===== src/rtl/dma_arb_pkg.sv =====
package dma_arb_pkg;
    localparam int NCH = 4;
    localparam int IDW = $clog2(NCH);

    typedef logic [IDW-1:0] ch_id_t;
    typedef ch_id_t [NCH-1:0] order_t;   // index 0 = highest priority

    typedef enum logic [1:0] {
        PM_LINEAR    = 2'b00,
        PM_SKIP1     = 2'b01,
        PM_CH2_FIRST = 2'b10,
        PM_ROTATE    = 2'b11
    } prio_mode_e;

    typedef struct packed {
        logic       busy;
        ch_id_t     owner;
        order_t     order;
    } core_st_t;

    typedef struct packed {
        prio_mode_e mode;
        logic       err;
        logic       armed;
    } csr_st_t;
endpackage


===== src/rtl/dma_arb_pick.sv =====
module dma_arb_pick
    import dma_arb_pkg::*;
(
    input  prio_mode_e         mode,
    input  order_t             rr_order,
    input  logic [NCH-1:0]     req,
    output logic               hit,
    output ch_id_t             win
);
    order_t seq;

    always_comb begin
        case (mode)
            PM_LINEAR:    seq = {2'd3, 2'd2, 2'd1, 2'd0};
            PM_SKIP1:     seq = {2'd1, 2'd3, 2'd2, 2'd0};
            PM_CH2_FIRST: seq = {2'd3, 2'd1, 2'd0, 2'd2};
            default:      seq = rr_order;
        endcase
    end

    // walk from lowest to highest priority so the highest match is kept
    always_comb begin
        hit = 1'b0;
        win = '0;
        for (int i = NCH - 1; i >= 0; i--) begin
            if (req[seq[i]]) begin
                hit = 1'b1;
                win = seq[i];
            end
        end
    end
endmodule


===== src/rtl/dma_arb_core.sv =====
module dma_arb_core
    import dma_arb_pkg::*;
(
    input  logic           clk,
    input  logic           rst_n,
    input  logic [NCH-1:0] req,
    input  logic           xfer_done,
    input  logic           addr_err,
    input  logic           halt,
    input  prio_mode_e     mode,
    output logic [NCH-1:0] grant,
    output logic           grant_vld
);
    core_st_t st_d, st_q;
    logic     pick_hit;
    ch_id_t   pick_win;

    dma_arb_pick u_pick (
        .mode     (mode),
        .rr_order (st_q.order),
        .req      (req),
        .hit      (pick_hit),
        .win      (pick_win)
    );

    always_comb begin
        order_t         nxt_order;
        logic [IDW:0]   pos;
        st_d      = st_q;
        nxt_order = st_q.order;
        pos       = '0;
        for (int i = 0; i < NCH; i++) begin
            if (st_q.order[i] != st_q.owner) begin
                nxt_order[pos[IDW-1:0]] = st_q.order[i];
                pos = pos + 1'b1;
            end
        end
        nxt_order[NCH-1] = st_q.owner;

        if (addr_err) begin
            st_d.busy = 1'b0;
        end else if (st_q.busy) begin
            if (xfer_done) begin
                st_d.busy = 1'b0;
                if (mode == PM_ROTATE) st_d.order = nxt_order;
            end
        end else if (!halt && pick_hit) begin
            st_d.busy  = 1'b1;
            st_d.owner = pick_win;
        end
    end

    always_ff @(posedge clk) begin
        if (!rst_n) begin
            st_q.busy  <= 1'b0;
            st_q.owner <= '0;
            for (int i = 0; i < NCH; i++) st_q.order[i] <= ch_id_t'(i);
        end else begin
            st_q <= st_d;
        end
    end

    assign grant     = st_q.busy ? (NCH'(1) << st_q.owner) : '0;
    assign grant_vld = st_q.busy;

    // grant held until completion
    assert_grant_hold_R6: assert property (@(posedge clk) disable iff (!rst_n)
        grant_vld && !xfer_done && !addr_err |=> grant_vld && $stable(grant));
    assert_grant_onehot_R6: assert property (@(posedge clk) disable iff (!rst_n)
        $onehot0(grant) && (grant_vld == (grant != '0)));
    // no new grant while the error flag is set
    assert_halt_blocks_R8: assert property (@(posedge clk) disable iff (!rst_n)
        halt && !grant_vld |=> !grant_vld);
    assert_err_drops_grant_R8: assert property (@(posedge clk) disable iff (!rst_n)
        addr_err |=> !grant_vld);
    // rotating order remains a permutation of the channels
    assert_order_perm_R5: assert property (@(posedge clk) disable iff (!rst_n)
        $countones({(st_q.order[0] == 2'd0) || (st_q.order[1] == 2'd0) || (st_q.order[2] == 2'd0) || (st_q.order[3] == 2'd0),
                    (st_q.order[0] == 2'd1) || (st_q.order[1] == 2'd1) || (st_q.order[2] == 2'd1) || (st_q.order[3] == 2'd1),
                    (st_q.order[0] == 2'd2) || (st_q.order[1] == 2'd2) || (st_q.order[2] == 2'd2) || (st_q.order[3] == 2'd2),
                    (st_q.order[0] == 2'd3) || (st_q.order[1] == 2'd3) || (st_q.order[2] == 2'd3) || (st_q.order[3] == 2'd3)}) == NCH);
endmodule


===== src/rtl/dma_arb_csr.sv =====
module dma_arb_csr
    import dma_arb_pkg::*;
#(
    parameter int DATA_W   = 16,
    parameter int MODE_LSB = 0,
    parameter int ERR_BIT  = 4
) (
    input  logic              clk,
    input  logic              rst_n,
    input  logic              reg_wr,
    input  logic              reg_rd,
    input  logic [DATA_W-1:0] wdata,
    input  logic              addr_err,
    output logic [DATA_W-1:0] rdata,
    output prio_mode_e        mode,
    output logic              err_flag
);
    csr_st_t st_d, st_q;
    logic    wdata_unused;

    assign wdata_unused = ^wdata;

    always_comb begin
        st_d = st_q;
        if (reg_wr) begin
            st_d.mode = prio_mode_e'(wdata[MODE_LSB +: 2]);
            if (st_q.armed && !wdata[ERR_BIT]) st_d.err = 1'b0;
            st_d.armed = 1'b0;
        end
        if (reg_rd && st_q.err) st_d.armed = 1'b1;
        if (addr_err) st_d.err = 1'b1;
    end

    always_ff @(posedge clk) begin
        if (!rst_n) begin
            st_q.mode  <= PM_LINEAR;
            st_q.err   <= 1'b0;
            st_q.armed <= 1'b0;
        end else begin
            st_q <= st_d;
        end
    end

    always_comb begin
        rdata                  = '0;
        rdata[MODE_LSB +: 2]   = st_q.mode;
        rdata[ERR_BIT]         = st_q.err;
    end

    assign mode     = st_q.mode;
    assign err_flag = st_q.err;

    // software alone never raises the flag
    assert_no_sw_set_R9: assert property (@(posedge clk) disable iff (!rst_n)
        !err_flag && !addr_err |=> !err_flag);
    // flag is sticky without a register write
    assert_err_sticky_R8: assert property (@(posedge clk) disable iff (!rst_n)
        err_flag && !reg_wr |=> err_flag);
    // a clear needs an armed write
    assert_clear_needs_arm_R10: assert property (@(posedge clk) disable iff (!rst_n)
        $fell(err_flag) |-> $past(reg_wr) && $past(st_q.armed));
endmodule


===== src/rtl/dma_prio_arb.sv =====
module dma_prio_arb
    import dma_arb_pkg::*;
#(
    parameter int DATA_W   = 16,
    parameter int MODE_LSB = 0,
    parameter int ERR_BIT  = 4
) (
    input  logic              clk,
    input  logic              rst_n,
    input  logic [NCH-1:0]    req,
    input  logic              xfer_done,
    input  logic              addr_err,
    input  logic              reg_wr,
    input  logic              reg_rd,
    input  logic [DATA_W-1:0] reg_wdata,
    output logic [DATA_W-1:0] reg_rdata,
    output logic [NCH-1:0]    grant,
    output logic              grant_vld,
    output logic              xfer_en,
    output logic              err_irq
);
    prio_mode_e mode;
    logic       err_flag;

    dma_arb_csr #(
        .DATA_W   (DATA_W),
        .MODE_LSB (MODE_LSB),
        .ERR_BIT  (ERR_BIT)
    ) u_csr (
        .clk      (clk),
        .rst_n    (rst_n),
        .reg_wr   (reg_wr),
        .reg_rd   (reg_rd),
        .wdata    (reg_wdata),
        .addr_err (addr_err),
        .rdata    (reg_rdata),
        .mode     (mode),
        .err_flag (err_flag)
    );

    dma_arb_core u_core (
        .clk       (clk),
        .rst_n     (rst_n),
        .req       (req),
        .xfer_done (xfer_done),
        .addr_err  (addr_err),
        .halt      (err_flag),
        .mode      (mode),
        .grant     (grant),
        .grant_vld (grant_vld)
    );

    assign xfer_en = !err_flag;
    assign err_irq = err_flag;

    // interrupt only follows a reported error
    assert_irq_source_R8: assert property (@(posedge clk) disable iff (!rst_n)
        $rose(err_irq) |-> $past(addr_err));
endmodule


===== config.mk =====
export PLATFORM = sky130hd
export DESIGN_NAME = dma_prio_arb
export DESIGN_NICKNAME = d
export VERILOG_FILES = /design/src/rtl/dma_arb_pkg.sv /design/src/rtl/dma_arb_pick.sv /design/src/rtl/dma_arb_core.sv /design/src/rtl/dma_arb_csr.sv /design/src/rtl/dma_prio_arb.sv
export SDC_FILE = /design/constraint.sdc
export NUM_CORES = 1
export LEC_CHECK = 0
export BUFFER_PORTS_ARGS = -buffer_cell sky130_fd_sc_hd__buf_2
export CAP_MARGIN = 20
export CORE_ASPECT_RATIO = 1.4
export CORE_MARGIN = 3
export CORE_UTILIZATION = 30
export CTS_BUF_LIST = sky130_fd_sc_hd__clkbuf_8
export CTS_CLUSTER_DIAMETER = 120
export CTS_CLUSTER_SIZE = 12
export DETAILED_ROUTE_END_ITERATION = 10
export PLACE_DENSITY_LB_ADDON = 0.1
export SYNTH_ARGS = -nofsm -noshare
export SYNTH_HDL_FRONTEND = slang
export SYNTH_SLANG_ARGS = --single-unit

===== constraint.sdc =====
create_clock -name clk -period 2.9 [get_ports clk]
set_input_delay 0.29 -clock clk [delete_from_list [all_inputs] [get_ports clk]]
set_output_delay 0.29 -clock clk [all_outputs]
set_load 0.05 [all_outputs]

* Yosys cells after proc, flatten, opt, wreduce, memory -nomap -nowiden
Index checks and enable logic that the tools add are counted.
** Operators by class
- Add/subtract/negate cells :: 2
- $mul :: 0
- Divide/modulo/power cells :: 0
- $lt $le $gt $ge :: 10
- Equal/unequal tests :: 7
- Shifts and indexed selects :: 1
- Multiplexer cells :: 40
- Bitwise logic cells :: 3
- Reduce and logical (&&, ||, !) cells :: 16
** Operators by type and width (number)
- $bwmux W8 :: 3
- $pmux W8 S3 :: 1
- $mux W2 :: 10
- $lt A2 B3 Y1 const B :: 6
- $mux W8 :: 2
- $mux W1 :: 14
- $demux W2 S2 :: 3
- $bmux W1 S2 :: 4
- $ne A2 B2 Y1 :: 4
- $logic_and A1 B1 Y1 :: 6
- $mux W6 :: 1
- $reduce_bool A2 Y1 :: 3
- $eq A2 B2 Y1 const B :: 2
- $ge A2 B1 Y1 const B :: 2
- $mux W4 :: 1
- $reduce_and A4 Y1 :: 1
- $shl A1 B2 Y4 const A :: 1
- $lt A1 B3 Y1 const B :: 1
- $mux W3 :: 1
- $not A1 Y1 :: 3
- $reduce_and A3 Y1 :: 1
- $add A1 B1 Y2 const B :: 1
- $add A2 B1 Y2 const B :: 1
- $eq A2 B1 Y1 const B :: 1
- other kinds (5) :: 6
** Word-level totals
- Register bits :: 15
- Latch bits :: 0
- Memory bits (writable) :: 0
- Bits in read-only memories :: 0
- Bits of input ports :: 26
- Word-level logic and storage cells :: 88
- Memories kept :: 0

* Depth between registers and ports, before layout
- Word-level depth :: 12
- Depth in mapped cells :: 10
- Mapped depth without buffers :: 9

* By module
From an unflattened synthesis, not the netlist that was laid out.
** Second synthesis, totals
- Cell total of the unflattened synthesis :: 184
- Area, all modules :: 1544.0 um^2
** By module, submodules not included
- dma_arb_core :: times used 1, cells an instance 96, area each 819.5 um^2, seq. area each 220.2 um^2
- dma_arb_pick :: times used 1, cells an instance 54, area each 436.7 um^2, seq. area each 0.0 um^2
- dma_arb_csr :: times used 1, cells an instance 33, area each 284.0 um^2, seq. area each 80.1 um^2
- dma_prio_arb :: times used 1, cells an instance 1, area each 3.8 um^2, seq. area each 0.0 um^2

* Worst setup path after synthesis
OpenSTA, ideal clock, no wires.
- Path type :: register -> output
- From :: register u_core.st_q, in the netlist u_core.grant_vld
- To :: output port grant[0]
- Arrival time :: 1.942 ns
- Required time :: 2.610 ns
- Setup slack :: 0.668 ns
- Stages on the path, launching flop included :: 2
- Cells stage by stage :: dfxtp_1 nor3b_1
** Between the ends
- Word-level cells in the longest chain between the ends :: 1
** Ends and longest elaborated chain
- from (decl) :: RTL line dma_arb_core.sv:14 : core_st_t st_d, st_q;
- from (signal assigned) :: RTL line dma_arb_core.sv:59 : st_q <= st_d;
- $mux W4 :: RTL line dma_arb_core.sv:63 : assign grant = st_q.busy ? (NCH'(1) << st_q.owner) : '0;
- to (decl) :: RTL line dma_prio_arb.sv:17 : output logic [NCH-1:0] grant,
Every way passes these cells.

* Final worst setup path
- From :: register u_csr.mode[1] (netlist name)
- To :: register u_core.st_q[8] (netlist name)
** Between the ends
- Word-level cells in the longest chain between the ends :: 10
- Elaborated cells between the ends (all ways) :: 22
- Those cells by class :: eq/ne: 2; mux: 17; reduce/logical: 3
** Ends and longest elaborated chain
- $eq A2 B2 Y1 (tied with other cells) :: RTL line dma_arb_pick.sv:13 : case (mode)
- $pmux W8 S3 (*) :: RTL line dma_arb_pick.sv:13
- $bmux W1 S2 :: RTL line dma_arb_pick.sv:26 : if (req[seq[i]]) begin
- $mux W1 (implied by the code) :: RTL line dma_arb_pick.sv:26
- $mux W1 (4 in series) :: RTL line dma_arb_pick.sv:26
- $logic_and A1 B1 Y1 :: RTL line dma_arb_core.sv:47 : end else if (!halt && pick_hit) begin
- $reduce_and A3 Y1 (no source line)
Mark *: on every way between the ends. The rest lies on a longest branch, timed or not. The select of a mux whose other input is x is not followed.
A chain may end at the register's enable or synchronous reset.

==> results by group <==
Critical path
  – Crit Reg-Reg Endpoint: u_core.st_q[8]
  – Flop2flop setup slack: 0.45 ns
  – CP max FO: 14
  – Setup crit start: u_csr.mode[1]
  – Critical path launch point type: register
  – Critical path arrival: 2.63 ns
  – CP Class: register to register
  – Critical Path End: u_core.st_q[8]
  – CP endpoint kind: register
  – Required @ worst endpoint: 3.08 ns
  – Reg2Reg Launch Point: u_csr.mode[1]
  – R2R depth: 8

CTS
  – Worst-Skew Late Latency: 0.25 ns
  – Cts hold-fix bufs: 0
  – Clock sink count: 15
  – Resized Gates After CTS: 0
  – TritonCTS clock tree: done
  – TritonCTS Buffers: 3
  – Worst-path clk slew: 0.07 ns
  – Setup Fix Bufs, Post-CTS: 0
  – Clock buffer depth: 2
  – H-tree depth: 1
  – Clock root buffer: clkbuf_8

Hold path
  – Hold Crit Class: primary input to register

Place
  – Placed cells: 280
  – GP Congestion: 0.761
  – HPWL after detailed placement: 3.15 mm
  – PortBufs: 22

STA
  – Final Max Tran Viols: 0
  – # setup viols final: 0
  – Crit share post-route: 0.844
  – Setup TNS Final: 0 ns
  – RSZ-0062 raised after global routing: no
  – Clk_skew: 0.00427 ns
  – Final Hold Vio Count: 0
  – Crit path time final: 2.45 ns
  – Hold Slack: 0.255 ns
  – Maximum clock frequency: 409 MHz
  – Worst Tran Pin Value: 0.539 ns
  – Worst slew margin: 0.640

Pwr
  – Total chip power: 0.000657 W
  – Pwr Density: 371 nW/um2
  – Maximum vdd ir drop: 0.000176 V
  – Leak: 0.787 nW

Die
  – Rows: 31
  – Top Ports: 49
  – Core ar.: 5240 um2
  – Die span in x: 68.4 um
  – Initial core utilization: 0.312
  – Die height: 93.3 um
  – Die ar.: 6380 um2

Detailed routing
  – 1st-iter DRT viols: 55
  – DRC: 0
  – Detailed Routing Iterations Pass 1: 4
  – Via Count: 1,411
  – DR WL/cell: 14.1 um
  – Vias per cell: 4.97
  – Antenna viol nets, final: 0
  – WL final: 3.99 mm

Yosys
  – Post-synthesis average cell area: 8.09 um2
  – Async SR Flop Fraction: 0
  – Yosys reg bits: 15
  – Count of flip-flops with a built-in enable after synthesis: 0
  – Syn Std Cell Area: 1630 um2
  – Post-synth cell types: 59
  – Syn Inst Count: 202
  – Register area share after synthesis: 0.184
  – Top FF cell, synth: dfxtp_1
  – Synth Warn #: 0

Global routing
  – GRT Total Usage: 0.128
  – Grt total ovfl: 0
  – Initial antenna violation count: 0
  – Largest net degree at the start of global routing: 15
  – First-pass GRT wire length: 6.13 mm
  – Vias in the first global route: 1,249

Cells and area
  – Layout area overhead: 8.42%
  – Diode count: 0
  – Filler instances: 566
  – Layout Cells excl Fill: 284
  – Layout cell share with drive strength beyond 1: 0.197
  – Final #Nets: 251

Run
  – Max-cap check violation count: 0

Outcome
  – Run status: finished, final reports clean
-- power breakdown --
group          total [W]  internal, W  switching (W)
clock           0.000175    0.0000952      0.0000801
sequential      0.000223     0.000212      0.0000108
combinational   0.000258    0.0000892       0.000169
-- routing by layer --
metal,track usage,vias to the layer above,wire [um]
met1,0.148,662,1710
li1,-,725,-
met4,0.0398,0,35
met3,0.0108,2,93
met5,0,-,0
met2,0.237,22,2150
-- how the worst min path moves through the flow --
| stage | to | start | depth (start not counted) | slack (ns) |
|---|---|---|---|---|
| 4_1_cts | u_core.grant_vld | addr_err | 2 | 0.24 |
| 6_report | u_core.grant_vld | addr_err | 2 | 0.26 |
| 2_1_floorplan | u_core.grant_vld | addr_err | 1 | 0.37 |
| 3_3_place_gp | u_csr.st_q[0] | u_csr.st_q[0] | 2 | 0.48 |
| 5_1_grt | u_core.grant_vld | addr_err | 2 | 0.26 |
| 3_5_place_dp | u_csr.st_q[0] | u_csr.st_q[0] | 2 | 0.47 |
-- Yosys cell counts (4+ instances only) --
cell type  number  share of area
inv_1           9          0.021
a21oi_1         6          0.018
clkbuf_1        4         0.0092
a31oi_1         4          0.015
ha_1            6          0.046
dfxtp_1        15           0.18
o21ai_0         5          0.015
buf_4          20          0.092
a211oi_1        4          0.018
xor2_1          4          0.021
nor2b_1         4          0.015
mux2i_1        17           0.10
nand2_1        19          0.044
nor2_1         19          0.044
nand3_1         4          0.012
-- layout make-up --
type / count / area [um2] / area share
flip-flops and latches: 15 / 300 / 0.169
multi-input cells: 162 / 1150 / 0.651
clock inverters: 1 / 5.00 / 0.00282
inverters: 9 / 33.8 / 0.0191
well taps: 66 / 82.6 / 0.0466
repair buffers: 28 / 155 / 0.0876
clock buffers: 3 / 41.3 / 0.0233
-- registers in the layout (all words and copies together), names as in the netlist --
name and flops:
u_core.grant_vld 1, u_core.st_q 10, u_csr.err_flag 1, u_csr.mode 2, u_csr.st_q 1
-- cell families (layout without fill, tap and decap cells) --
logic type,count (synthesis),after routing,share of synthesized area
buf+inv,37,41,0.138
fa+ha+maj,6,6,0.0459
mux,24,24,0.170
other cells,1,13,0.00229
flops,15,15,0.184
compound gates,46,46,0.214
simple gates,65,65,0.194
xor+xnor,8,8,0.0521
-- cell usage in the layout (no fill, tap or decap), types with 3 or more instances in the layout --
cell type and n:
inv_1 9, dfxtp_1 15, o21ai_0 5, nor2b_1 4
buf_2 22, xor2_1 4, a31oi_1 4, ha_1 6
nand2_1 19, nand2b_1 3, buf_4 6, conb_1 13
o22ai_1 3, nor3_1 3, a21oi_1 6, nand3_1 4
clkbuf_8 3, nor2_1 19, a211oi_1 4, mux2i_1 17
-- through the flow --
stage	utilization	setup slack, ns	instance area [um2]
4_1_cts	0.338	0.443	1770
6_report	0.338	0.453	1770
2_1_floorplan	-	0.668	1680
5_1_grt	0.338	0.223	1770
3_5_place_dp	0.330	0.460	1730
3_3_place_gp	0.330	0.416	1730
-- critical path: stages, from the launching register on --
cell,delay (ns)
dfxtp_1,0.39
ha_1,0.51
buf_4,0.27
nor2_1,0.05
a32oi_1,0.20
o211a_1,0.23
o21ai_2,0.11
o41ai_4,0.41
mux2i_1,0.21
Note: power is estimated with default switching activity, not from simulation.
